===== src/rtl/wbs_pkg.sv =====
package wbs_pkg;
   typedef enum logic {
      CLAIM_ON_ISSUE    = 1'b0,
      CLAIM_ON_COMPLETE = 1'b1
   } wbs_claim_e;
endpackage


===== src/rtl/wbs_count.sv =====
module wbs_count #(
   parameter int N  = 4,
   parameter int CW = 4
) (
   input  logic [N-1:0]  vec_i,
   output logic [CW-1:0] cnt_o
);
   always_comb begin
      cnt_o = '0;
      for (int i = 0; i < N; i++) cnt_o = cnt_o + CW'(vec_i[i]);
   end
endmodule


===== src/rtl/wbs_pick.sv =====
module wbs_pick #(
   parameter int N  = 4,
   parameter int CW = 4
) (
   input  logic [N-1:0]  req_i,
   input  logic [CW-1:0] lim_i,
   output logic [N-1:0]  gnt_o
);
   logic [CW-1:0] taken;
   always_comb begin
      taken = '0;
      for (int i = 0; i < N; i++) begin
         gnt_o[i] = req_i[i] && (taken < lim_i);
         if (gnt_o[i]) taken = taken + CW'(1);
      end
   end
endmodule


===== src/rtl/wbs_ledger.sv =====
module wbs_ledger #(
   parameter int POOL     = 2,
   parameter int MISS_MAX = 7,
   parameter int CW       = 6,
   parameter int OW       = 2,
   parameter int PW       = 3
) (
   input  logic          clk,
   input  logic          rst_n,
   input  logic          flush_i,
   input  logic [CW-1:0] rel_cnt_i,
   input  logic [CW-1:0] ret_cnt_i,
   input  logic [CW-1:0] claim_cnt_i,
   output logic [CW-1:0] avail_o,
   output logic [OW-1:0] occ_o,
   output logic          err_o
);
   logic [OW-1:0] occ_q;
   logic [PW-1:0] pend_q;
   logic          err_q;
   logic [CW-1:0] occ_w, rel_eff, avail0, want, take, pend_n, occ_n;
   logic          over_rel;

   always_comb begin
      occ_w    = CW'(occ_q);
      over_rel = rel_cnt_i > occ_w;
      rel_eff  = over_rel ? occ_w : rel_cnt_i;
      avail0   = CW'(POOL) - occ_w + rel_eff;
      want     = CW'(pend_q) + ret_cnt_i;
      take     = (want < avail0) ? want : avail0;
      avail_o  = avail0 - take;
      pend_n   = want - take;
      if (pend_n > CW'(MISS_MAX)) pend_n = CW'(MISS_MAX);
      occ_n    = occ_w - rel_eff + take + claim_cnt_i;
   end

   always_ff @(posedge clk or negedge rst_n) begin
      if (!rst_n) begin
         occ_q  <= '0;
         pend_q <= '0;
         err_q  <= 1'b0;
      end else begin
         err_q <= err_q | over_rel;
         if (flush_i) begin
            occ_q  <= '0;
            pend_q <= '0;
         end else begin
            occ_q  <= OW'(occ_n);
            pend_q <= PW'(pend_n);
         end
      end
   end

   assign occ_o = occ_q;
   assign err_o = err_q;

   assert_occ_bound_R1: assert property (@(posedge clk) disable iff (!rst_n)
      occ_q <= OW'(POOL));
   assert_claim_within_free_R2: assert property (@(posedge clk) disable iff (!rst_n)
      claim_cnt_i <= avail_o);
   assert_flush_clears_R9: assert property (@(posedge clk) disable iff (!rst_n)
      flush_i |=> (occ_q == '0) && (pend_q == '0));
   assert_err_sticky_R8: assert property (@(posedge clk) disable iff (!rst_n)
      err_q |=> err_q);
endmodule


===== src/rtl/wb_slot_unit.sv =====
module wb_slot_unit
   import wbs_pkg::*;
#(
   parameter int         ISSUE_W    = 2,
   parameter int         WB_WIDTH   = 2,
   parameter int         WB_DEPTH   = 1,
   parameter int         N_FU       = 4,
   parameter int         LD_PORTS   = 2,
   parameter int         MISS_MAX   = 7,
   parameter wbs_claim_e CLAIM_MODE = CLAIM_ON_ISSUE,
   localparam int        POOL       = WB_WIDTH * WB_DEPTH,
   localparam int        OW         = $clog2(POOL + 1)
) (
   input  logic                clk,
   input  logic                rst_n,
   input  logic                flush_i,
   input  logic [ISSUE_W-1:0]  issue_req_i,
   output logic [ISSUE_W-1:0]  issue_gnt_o,
   input  logic [N_FU-1:0]     fu_req_i,
   output logic [N_FU-1:0]     wb_gnt_o,
   input  logic [WB_WIDTH-1:0] wb_done_i,
   input  logic [LD_PORTS-1:0] ld_miss_i,
   input  logic [LD_PORTS-1:0] ld_ret_i,
   output logic [OW-1:0]       occ_o,
   output logic                err_o
);
   localparam int  CW  = $clog2(POOL + WB_WIDTH + 2*LD_PORTS + MISS_MAX + N_FU + ISSUE_W + 1) + 1;
   localparam int  PW  = $clog2(MISS_MAX + 1);
   localparam bit  AT_ISSUE = (CLAIM_MODE == CLAIM_ON_ISSUE);

   initial begin
      assert (WB_WIDTH >= 1) else $fatal(1, "WB_WIDTH must be at least 1");
      assert (WB_DEPTH >= 1) else $fatal(1, "WB_DEPTH must be at least 1");
      assert (ISSUE_W >= 1 && N_FU >= 1 && LD_PORTS >= 1) else $fatal(1, "port counts must be positive");
      assert (MISS_MAX >= 1) else $fatal(1, "MISS_MAX must be at least 1");
   end

   logic [CW-1:0] done_cnt, miss_cnt, ret_cnt, iss_cnt, wbg_cnt;
   logic [CW-1:0] rel_cnt, ret_use, claim_cnt, avail, wb_lim;

   wbs_count #(.N(WB_WIDTH), .CW(CW)) u_cnt_done (.vec_i(wb_done_i),   .cnt_o(done_cnt));
   wbs_count #(.N(LD_PORTS), .CW(CW)) u_cnt_miss (.vec_i(ld_miss_i),   .cnt_o(miss_cnt));
   wbs_count #(.N(LD_PORTS), .CW(CW)) u_cnt_ret  (.vec_i(ld_ret_i),    .cnt_o(ret_cnt));
   wbs_count #(.N(ISSUE_W),  .CW(CW)) u_cnt_iss  (.vec_i(issue_gnt_o), .cnt_o(iss_cnt));
   wbs_count #(.N(N_FU),     .CW(CW)) u_cnt_wbg  (.vec_i(wb_gnt_o),    .cnt_o(wbg_cnt));

   // Load events only move slots when slots are taken at issue.
   assign rel_cnt   = done_cnt + (AT_ISSUE ? miss_cnt : '0);
   assign ret_use   = AT_ISSUE ? ret_cnt : '0;
   assign claim_cnt = AT_ISSUE ? iss_cnt : wbg_cnt;
   assign wb_lim    = (AT_ISSUE || (avail >= CW'(WB_WIDTH))) ? CW'(WB_WIDTH) : avail;

   wbs_ledger #(.POOL(POOL), .MISS_MAX(MISS_MAX), .CW(CW), .OW(OW), .PW(PW)) u_ledger (
      .clk(clk), .rst_n(rst_n), .flush_i(flush_i),
      .rel_cnt_i(rel_cnt), .ret_cnt_i(ret_use), .claim_cnt_i(claim_cnt),
      .avail_o(avail), .occ_o(occ_o), .err_o(err_o));

   generate
      if (AT_ISSUE) begin : g_issue_claim
         wbs_pick #(.N(ISSUE_W), .CW(CW)) u_iss_pick (
            .req_i(issue_req_i), .lim_i(avail), .gnt_o(issue_gnt_o));
      end else begin : g_done_claim
         assign issue_gnt_o = issue_req_i;
      end
   endgenerate

   wbs_pick #(.N(N_FU), .CW(CW)) u_wb_pick (
      .req_i(fu_req_i), .lim_i(wb_lim), .gnt_o(wb_gnt_o));

   assert_wb_ports_R6: assert property (@(posedge clk) disable iff (!rst_n)
      $countones(wb_gnt_o) <= WB_WIDTH);
   assert_wb_subset_R6: assert property (@(posedge clk) disable iff (!rst_n)
      (wb_gnt_o & ~fu_req_i) == '0);
   assert_iss_subset_R2: assert property (@(posedge clk) disable iff (!rst_n)
      (issue_gnt_o & ~issue_req_i) == '0);

   generate
      for (genvar i = 1; i < N_FU; i++) begin : g_prio_chk
         localparam logic [N_FU-1:0] LOW = {N_FU{1'b1}} >> (N_FU - i);
         assert_wb_order_R6: assert property (@(posedge clk) disable iff (!rst_n)
            wb_gnt_o[i] |-> (((fu_req_i & ~wb_gnt_o) & LOW) == '0));
      end
   endgenerate
endmodule


===== config.mk =====
export PLATFORM = sky130hd
export DESIGN_NAME = wb_slot_unit
export DESIGN_NICKNAME = d
export VERILOG_FILES = /design/src/rtl/wbs_pkg.sv /design/src/rtl/wbs_count.sv /design/src/rtl/wbs_pick.sv /design/src/rtl/wbs_ledger.sv /design/src/rtl/wb_slot_unit.sv
export SDC_FILE = /design/constraint.sdc
export NUM_CORES = 1
export LEC_CHECK = 0
export BUFFER_PORTS_ARGS = -buffer_cell sky130_fd_sc_hd__buf_2
export CAP_MARGIN = 40
export CORE_MARGIN = 2
export CORE_UTILIZATION = 45
export CTS_CLUSTER_DIAMETER = 150
export DETAILED_ROUTE_END_ITERATION = 16
export GPL_TIMING_DRIVEN = 0
export PLACE_DENSITY = 0.71
export SLEW_MARGIN = 20
export SYNTH_ARGS = -nofsm -noshare
export SYNTH_HDL_FRONTEND = slang
export SYNTH_SLANG_ARGS = --single-unit
export TNS_END_PERCENT = 5

===== constraint.sdc =====
create_clock -name clk -period 10.5 [get_ports clk]
set_clock_uncertainty 0.05 [all_clocks]
set_input_delay 1.05 -clock clk [delete_from_list [all_inputs] [get_ports clk]]
set_output_delay 1.05 -clock clk [all_outputs]
set_load 0.01 [all_outputs]

# Word level (Yosys, flattened, before mapping)
# Index checks and enable logic that the tools add are counted.
totals:
  regBits: 6
  inputBits: 15
  elab_cells: 41
  out_inout_bits: 9
classes:
  bitwise_logic: 1
  n_addsub: 15
  reduce_logical: 5
  muxes: 9
  magnitude_cmp: 8
ops:
  columns: ["operator", "count"]
  rows:
  - ["two-way mux 6 bit", 4]
  - ["adder 6 bit", 2]
  - ["less-than comparator 6 x 2 -> 1 bit, second input constant", 2]
  - ["adder 1 x 1 -> 2 bit", 4]
  - ["adder 6 x 1 -> 6 bit, second input constant", 1]
  - ["> comparator 6 x 2 -> 1 bit", 1]
  - ["> comparator 6 x 3 -> 1 bit, second input constant", 1]
  - ["less-than comparator 1 x 6 -> 1 bit", 1]
  - ["less-than comparator 1 x 6 -> 1 bit, first input constant", 1]
  - ["less-than comparator 6 bit", 1]
  - ["two-way mux 3 bit", 2]
  - ["subtractor 4 x 6 -> 6 bit", 1]
  - ["subtractor 6 bit", 1]
  - ["logical AND 1 bit", 5]
  - ["adder 2 bit", 2]
  - ["adder 3 x 2 -> 4 bit", 1]
  - ["subtractor 2 x 2 -> 3 bit, first input constant", 1]
  - ["adder 1 x 1 -> 2 bit, second input constant", 1]
  - ["less-than comparator 1 x 2 -> 1 bit, second input constant", 1]
  - ["two-way mux 1 bit", 2]
  - ["two-way mux 2 bit", 1]
  - ["subtractor 2 bit", 1]
  - ["OR 1 bit", 1]

# Depth between registers and ports, before layout
# Gate-level depths: netlist of the first run.
logic_depth:
  word_depth: 16
  ltp_mapped: 36
  ltp_nobuf: 35

# Cells and area by module
# Synthesis of the first run repeated with hierarchy kept, for this count alone.
hier_totals:
  cells_unflattened: 260
  hier_area_um2: 2123.3
modules_own_cells:
  columns: ["mod", "cells_per_inst", "n_inst", "area_per_inst_um2", "seq_area_each_um2"]
  rows:
  - ["wbs_ledger", 187, 1, 1529.0, 150.1]
  - ["wb_slot_unit", 21, 1, 193.9, 0.0]
  - ["wbs_count", 6, 4, 46.3, 0.0]
  - ["wbs_pick (u_wb_pick)", 23, 1, 176.4, 0.0]
  - ["wbs_pick (g_issue_claim.u_iss_pick)", 5, 1, 38.8, 0.0]

# Worst setup path after synthesis of the first run
# OpenSTA, ideal clock, no wires.
synth_path:
  path_kind: "input to register"
  from: "in wb_done_i[0]"
  to: "reg u_ledger.occ_q[1] (netlist: u_ledger.occ_o[1])"
  cell_stages: 33
  n_path_buf: 1
  setup_slack_ns: 2.336
  t_arrival_ns: 8.042
  cell_sequence: "ha_1 > ha_1 > fa_1 > ha_1 > nor2b_1 > o21ai_0 > nand2b_1 > o21ai_0 > ha_1 > inv_1 > fa_1 > xnor2_1 > inv_1 > ha_1 > o211ai_1 > o21a_2 > or2_1 > buf_6 > o21ai_0 > ha_1 > inv_1 > ha_1 > a2111oi_2 > o2111ai_1 > a311o_1 > o31ai_1 > fa_1 > inv_1 > ha_1 > xnor2_1 > xnor2_1 > xnor3_1 > nor2_1"
synth_between:
  elab_chain_len: 16
synth_rtl:
  columns: ["item", "line_no", "source"]
  rows:
  - ["start, declared", "wb_slot_unit.sv:21", "input logic [WB_WIDTH-1:0] wb_done_i,"]
  - ["adder 1 x 1 -> 2 bit (*)", "wbs_count.sv:10", "for (int i = 0; i < N; i++) cnt_o = cnt_o + CW'(vec_i[i]);"]
  - ["adder 6 bit (*)", "wb_slot_unit.sv:48", "assign rel_cnt = done_cnt + (AT_ISSUE ? miss_cnt : '0);"]
  - ["> comparator 6 x 2 -> 1 bit", "wbs_ledger.sv:26", "over_rel = rel_cnt_i > occ_w;"]
  - ["two-way mux 6 bit (*)", "wbs_ledger.sv:27", "rel_eff = over_rel ? occ_w : rel_cnt_i;"]
  - ["adder 6 bit", "wbs_ledger.sv:28", "avail0 = CW'(POOL) - occ_w + rel_eff;"]
  - ["less-than comparator 6 bit", "wbs_ledger.sv:30", "take = (want < avail0) ? want : avail0;"]
  - ["two-way mux 6 bit", "wbs_ledger.sv:30", null]
  - ["subtractor 6 bit", "wbs_ledger.sv:31", "avail_o = avail0 - take;"]
  - ["less-than comparator 1 x 6 -> 1 bit", "wbs_pick.sv:13", "gnt_o[i] = req_i[i] && (taken < lim_i);"]
  - ["logical AND 1 bit", "wbs_pick.sv:13", null]
  - ["two-way mux 1 bit", "wbs_pick.sv:14", "if (gnt_o[i]) taken = taken + CW'(1);"]
  - ["less-than comparator 1 x 6 -> 1 bit", "wbs_pick.sv:13", null]
  - ["logical AND 1 bit", "wbs_pick.sv:13", null]
  - ["adder 1 x 1 -> 2 bit", "wbs_count.sv:10", null]
  - ["adder 2 bit (*)", "wbs_ledger.sv:34", "occ_n = occ_w - rel_eff + take + claim_cnt_i;"]
  - ["two-way mux 2 bit (*)", "wbs_ledger.sv:44", "if (flush_i) begin"]
  - ["end signal, assigned", "wbs_ledger.sv:48", "occ_q <= OW'(occ_n);"]
  - ["end, declared", "wbs_ledger.sv:18", "logic [OW-1:0] occ_q;"]
# Mark *: on every way between the ends. The rest lies on a longest branch, timed or not.

# Final worst setup path of the first run
# Ends and elaborated chain as after synthesis.

==> flow_summary.yaml, run 1 <==
outcome:
  status: "complete, no violations"
clock_tree:
  clkLatencyLatePin_ns: 0.25
  ctsHoldBuffers: 0
  clk_pin_slew_ns: 0.05
  cts_buffers: 3
  cts_sinks: 6
  cts_resized: 0
  cts_root_buffer: "clkbuf_4"
  clockBufferDepth: 2
  post_cts_buffers: 0
  htree_levels: 1
  cts_tree: "yes"
drt:
  wl_per_cell_um: 12.8
  ant_nets: 0
  vias: 1095
  drc: 0
  via_per_inst: 5.45
  drt_first_pass_iters: 4
  wl_mm: 2.57
  drt_iter0_markers: 18
logic_synthesis:
  ys_warn_count: 0
  syn_area_per_cell_um2: 8.62
  yosysUniqueCellTypes: 45
  syn-num-nets: 188
  ys_seq_area_frac: 0.121
  ys_ff_latch: 6
  syn-cell-area_um2: 1240
  synthCells: 144
worst_setup_path:
  max_stage_delay_ns: 0.50
  rr_endpoint: "u_ledger.occ_o[1]"
  path_buf_inv: 6
  r2r-start: "u_ledger.occ_o[1]"
  required_ns: 10.64
  crit_family: "adder cells"
  r2r_slack_ns: 3.04
  worstSetupPathType: "input pin to register"
  critical_path_cell_count: 34
  start_kind: "input pin"
  ff2ff_path_depth: 31
  critPathCaptureType: "register"
  worstPathArrival_ns: 8.95
  crit_top_cell: "ha_1"
  cp_slowest_cell: "fa_1"
  cp_max_fo: 10
hold_path:
  holdCritPathClass: "register to register"
  min_from: "u_ledger.err_o"
  min_to: "u_ledger.err_o"
  holdPathStages: 1
sta:
  slew_headroom: 0.674
  rsz0062_at_grt: "no"
  slew_violations: 0
  tightest_slew_ns: 0.483
  period_share: 0.840
  max_freq_mhz: 113
  hold_viol: 0
  setup_viol: 0
  finalCriticalPeriod_ns: 8.82
  fin_setup_tns_ns: 0
layout:
  mostFrequentLayoutCell: "ha_1"
  drive_gt1_frac: 0.218
  area_growth_pct: 14.2
  fill_cells: 250
  layout_common_cells: "ha_1, buf_2, inv_1, nand2_1, nor2_1"
  fin_nets: 216
  diodes: 0
global_routing:
  grt_max_degree: 11
  grt_pass1_vias: 1074
  gr-usage-all-layers: 0.178
  use_met1: 0.205
  overflow: 0
  antenna_found_initial: 0
  grt-busiest-layer: "met2"
  grt_pass1_wl_mm: 4.53
  met3_usage: 0.0276
  met2_usage: 0.337
placed_design:
  place_congestion: 0.835
  hpwl_mm: 2.17
  io_buffers: 23
floorplanning:
  io_pins: 24
  num_rows: 19
  coreArea_um2: 2690
  die_area_um2: 3190
  die_h_um: 56.5
  dieWidth_um: 56.5
  initial_core_util: 0.462
job:
  cap_violations: 0
-- kinds of logic after synthesis --
group,after synthesis,share of synthesized area
multiplexers,5,0.0413
buffers and inverters,24,0.0847
AO/OA/AOI/OAI,34,0.208
XOR/XNOR,9,0.0746
AND/OR/NAND/NOR,37,0.154
adder cells (fa/ha/maj),29,0.317
flip-flops,6,0.121
-- final cells by class --
| cell class | count | area, µm² | share of cell area |
|---|---|---|---|
| multi-input combinational | 114 | 986 | 0.695 |
| clock buffer | 3 | 22.5 | 0.0159 |
| sequential | 6 | 150 | 0.106 |
| tap | 31 | 38.8 | 0.0274 |
| buffer | 3 | 26.3 | 0.0185 |
| inverter | 21 | 78.8 | 0.0556 |
| timing repair buffer | 23 | 115 | 0.0812 |
-- worst max path at each step --
stage                 start           endpoint  slack [ns]
2_1_floorplan  wb_done_i[0]  u_ledger.occ_o[1]        2.34
5_1_grt        wb_done_i[0]  u_ledger.occ_o[1]        0.95
3_3_place_gp   wb_done_i[0]  u_ledger.occ_o[1]        1.55
3_5_place_dp   wb_done_i[0]  u_ledger.occ_o[1]        1.39
4_1_cts        wb_done_i[0]  u_ledger.occ_o[1]        1.65
6_report       wb_done_i[0]  u_ledger.occ_o[1]        1.68
-- cells in the mapped netlist (all sizes together) --
cell type  instances  area (µm²)
a2111oi            1        15.0
a211oi             2        15.0
a21boi             1        7.51
a21o               1        7.51
a21oi              6        30.0
a221o              1        10.0
a221oi             1        15.0
a311o              1        10.0
a31oi              3        25.0
and2               1        6.26
and3               1        6.26
and4               1        8.76
buf                3        26.3
dfrtp              6         150
fa                 4        80.1
ha                25         313
inv               21        78.8
mux2               1        11.3
mux2i              4        40.0
nand2              9        33.8
nand2b             1        6.26
nand3              2        10.0
nor2               7        26.3
nor2b              6        37.5
nor3               3        15.0
nor3b              3        22.5
o2111ai            1        8.76
o211ai             1        7.51
o21a               2        16.3
o21ai              6        30.0
o21bai             1        7.51
o311a              1        10.0
o31a               2        17.5
o31ai              2        15.0
o32a               1        10.0
or2                3        18.8
xnor2              6        52.6
xnor3              1        22.5
xor2               2        17.5
-- stage by stage --
step / utilization / setup WS [ns] / hold slack, ns / cell area [µm²] / std cells
6_report: 0.528 / 1.68 / 0.408 / 1420 / 201
5_1_grt: 0.528 / 0.952 / 0.428 / 1420 / 201
4_1_cts: 0.528 / 1.65 / 0.413 / 1420 / 201
3_5_place_dp: 0.519 / 1.39 / 0.402 / 1400 / 198
3_3_place_gp: 0.519 / 1.55 / 0.398 / 1400 / 198
2_1_floorplan: - / 2.34 / 0.462 / 1240 / 144
-- metal layers --
| metal | wire length [µm] | share of wire |
|---|---|---|
| met2 | 1390 | 0.54 |
| met4 | 19 | 0.0074 |
| met5 | 0 | 0 |
| met1 | 1100 | 0.43 |
| met3 | 59 | 0.023 |
-- registers in the layout, summed over array words and instances (netlist names) --
name / count
u_ledger.pend_q: 3
u_ledger.occ_o: 2
u_ledger.err_o: 1
Power of run 1 is left out: the tool's default activity adds up to more than one toggle a clock period on the data nets, which glitch-free logic cannot reach.
==> run 2: changes to the inputs <==
--- a/config.mk
+++ b/config.mk
@@ -5,6 +5,7 @@
 export SDC_FILE = /design/constraint.sdc
 export NUM_CORES = 1
 export LEC_CHECK = 0
+export ABC_AREA = 1
 export BUFFER_PORTS_ARGS = -buffer_cell sky130_fd_sc_hd__buf_2
 export CAP_MARGIN = 40
 export CORE_MARGIN = 2
@@ -12,7 +13,7 @@
 export CTS_CLUSTER_DIAMETER = 150
 export DETAILED_ROUTE_END_ITERATION = 16
 export GPL_TIMING_DRIVEN = 0
-export PLACE_DENSITY = 0.71
+export PLACE_DENSITY = 0.7
 export SLEW_MARGIN = 20
 export SYNTH_ARGS = -nofsm -noshare
 export SYNTH_HDL_FRONTEND = slang
==> constraint.sdc (replaced) <==
create_clock -name clk -period 8.2 [get_ports clk]
set_clock_uncertainty 0.05 [all_clocks]
set_input_delay 0.82 -clock clk [delete_from_list [all_inputs] [get_ports clk]]
set_output_delay 0.82 -clock clk [all_outputs]
set_load 0.01 [all_outputs]
==> flow_summary.yaml, run 2 <==
job:
  cap_violations: 0
clock_tree:
  post_cts_buffers: 0
  ctsHoldBuffers: 0
  htree_levels: 1
  clockBufferDepth: 2
  clk_pin_slew_ns: 0.05
  cts_tree: "yes"
  cts_sinks: 6
  cts_resized: 0
  clkLatencyLatePin_ns: 0.24
  cts_root_buffer: "clkbuf_4"
  cts_buffers: 3
worst_setup_path:
  ff2ff_path_depth: 36
  max_stage_delay_ns: 0.54
  cp_max_fo: 10
  r2r_slack_ns: 1.98
  worstPathArrival_ns: 7.40
  crit_top_cell: "ha_1"
  start_kind: "input pin"
  worstSetupPathType: "input pin to register"
  critPathCaptureType: "register"
  cp_slowest_cell: "fa_1"
  r2r-start: "u_ledger.occ_o[1]"
  required_ns: 8.28
  rr_endpoint: "u_ledger.occ_o[1]"
floorplanning:
  io_pins: 24
  coreArea_um2: 2810
  dieWidth_um: 58.8
  die_area_um2: 3460
  die_h_um: 58.8
  num_rows: 19
  initial_core_util: 0.482
sta:
  period_share: 0.893
  max_freq_mhz: 137
  slew_headroom: 0.697
  slew_violations: 0
  fin_setup_tns_ns: 0
  setup_viol: 0
  tightest_slew_ns: 0.450
  hold_viol: 0
  finalCriticalPeriod_ns: 7.32
  rsz0062_at_grt: "no"
layout:
  diodes: 0
  mostFrequentLayoutCell: "inv_1"
  utilization: 0.545
  layout_common_cells: "inv_1, nand2_1, ha_1, buf_2, nand3_1"
  drive_gt1_frac: 0.250
  fin_nets: 262
  finalInstanceArea_um2: 1530
  largest_reg_flops: 3
  top_register: "u_ledger.pend_q"
  area_growth_pct: 13.0
global_routing:
  gr-usage-all-layers: 0.158
  grt_pass1_wl_mm: 4.28
  antenna_found_initial: 0
  grt_max_degree: 11
  overflow: 0
  grt_pass1_vias: 1086
logic_synthesis:
  synth_top_family_by_area: "simple AND/OR/NAND/NOR gates"
  netlist.area_leader.share: 0.231
  syn-num-nets: 234
  yosysMostFrequentCell: "inv_1"
  synth_top_cell_by_area: "ha_1"
  ys_warn_count: 0
  synth.area.top_cells: "ha_1, inv_1, dfrtp_1"
  synthArstFlopShare: 1.00
  yosys-mux-area-fraction: 0
  syn_area_per_cell_um2: 7.12
  ys_seq_area_frac: 0.111
  yosysUniqueCellTypes: 29
  synth_edf_count: 0
  synth_xor_area_frac: 0.0518
  synthCells: 190
  synth_common_cells: "inv_1, nand2_1, ha_1, nand3_1, nor2_1"
  synth-compound-area-share: 0.0712
  synth_fa_ha_area_frac: 0.290
  ys_ff_latch: 6
  syn-cell-area_um2: 1350
  synthSimpleGateAreaFrac: 0.321
  ys.flop_type: "dfrtp_1"
drt:
  ant_nets: 0
  drt_iter0_markers: 26
  vias: 1150
  drt_first_pass_iters: 10
  via_per_inst: 4.66
  wl_per_cell_um: 9.68
  drc: 1
  wl_mm: 2.39
placed_design:
  place_congestion: 0.798
  placed_area_um2: 1510
  io_buffers: 23
  hpwl_mm: 2.15
outcome:
  violations: "DRC"
  status: "complete, but fails checks"
hold_path:
  holdCritPathClass: "input pin to asynchronous set/reset pin"
==> run 2: changes by cell type after synthesis, sizes merged, moves of 4 or more <==
cell | previous run | this run
nand2 | 9 | 47
inv | 21 | 48
nand3 | 2 | 18
nor2 | 7 | 13
nor2b | 6 | 0
mux2i | 4 | 0
==> run 2: cell families after synthesis <==
kind of cell / count (synthesis)
AOI/OAI and AO/OA: 13
xor gates and xnor gates: 8
DFF: 6
buffers and inverters: 53
adders and majority gates: 29
and+or+nand+nor: 81
==> run 2: how the worst max path moves through the flow <==
stage | start | endpoint | slack [ns] | cells past startpoint
final | wb_done_i[0] | u_ledger.occ_o[1] | 0.88 | 39
after global routing | wb_done_i[0] | u_ledger.occ_o[1] | 0.38 | 39
after CTS | wb_done_i[0] | u_ledger.occ_o[1] | 0.90 | 39
after detailed placement | wb_done_i[0] | u_ledger.occ_o[1] | 0.67 | 39
after global placement | wb_done_i[0] | u_ledger.occ_o[1] | 0.72 | 39
after floorplan | wb_done_i[0] | u_ledger.occ_o[1] | 1.48 | 38
==> run 2: layer usage <==
layer | GRT usage | routed length [µm] | vias to the layer above
met4 | 0.0617 | 27 | 0
met1 | 0.203 | 1190 | 495
met5 | 0 | 0 | -
met2 | 0.273 | 1120 | 17
met3 | 0.0154 | 55 | 2
li1 | - | - | 636
==> run 2: stage by stage <==
step | setup slack, ns | cells | hold slack [ns]
3_5_place_dp | 0.666 | 244 | 0.426
2_1_floorplan | 1.48 | 190 | 0.450
3_3_place_gp | 0.716 | 244 | 0.396
6_report | 0.876 | 247 | 0.338
5_1_grt | 0.375 | 247 | 0.345
4_1_cts | 0.900 | 247 | 0.325
==> run 2: area by class of cell <==
class	instances	area, µm²
plain buffers	2	15.0
flip-flops and latches	6	150
repair buffers	23	115
clock buffers	3	22.5
multi-input cells	131	993
well taps	31	38.8
fillers	296	1280
inverters	51	194
==> run 2: worst max-delay path, delay by kind of cell <==
family / cells / cell delay, ns
buffers and inverters: 7 / 0.48
XOR/XNOR: 4 / 0.90
AO/OA/AOI/OAI: 4 / 0.93
AND/OR/NAND/NOR: 13 / 0.91
adder cells (fa/ha/maj): 11 / 3.35
Power of run 2 is left out for the same reason.
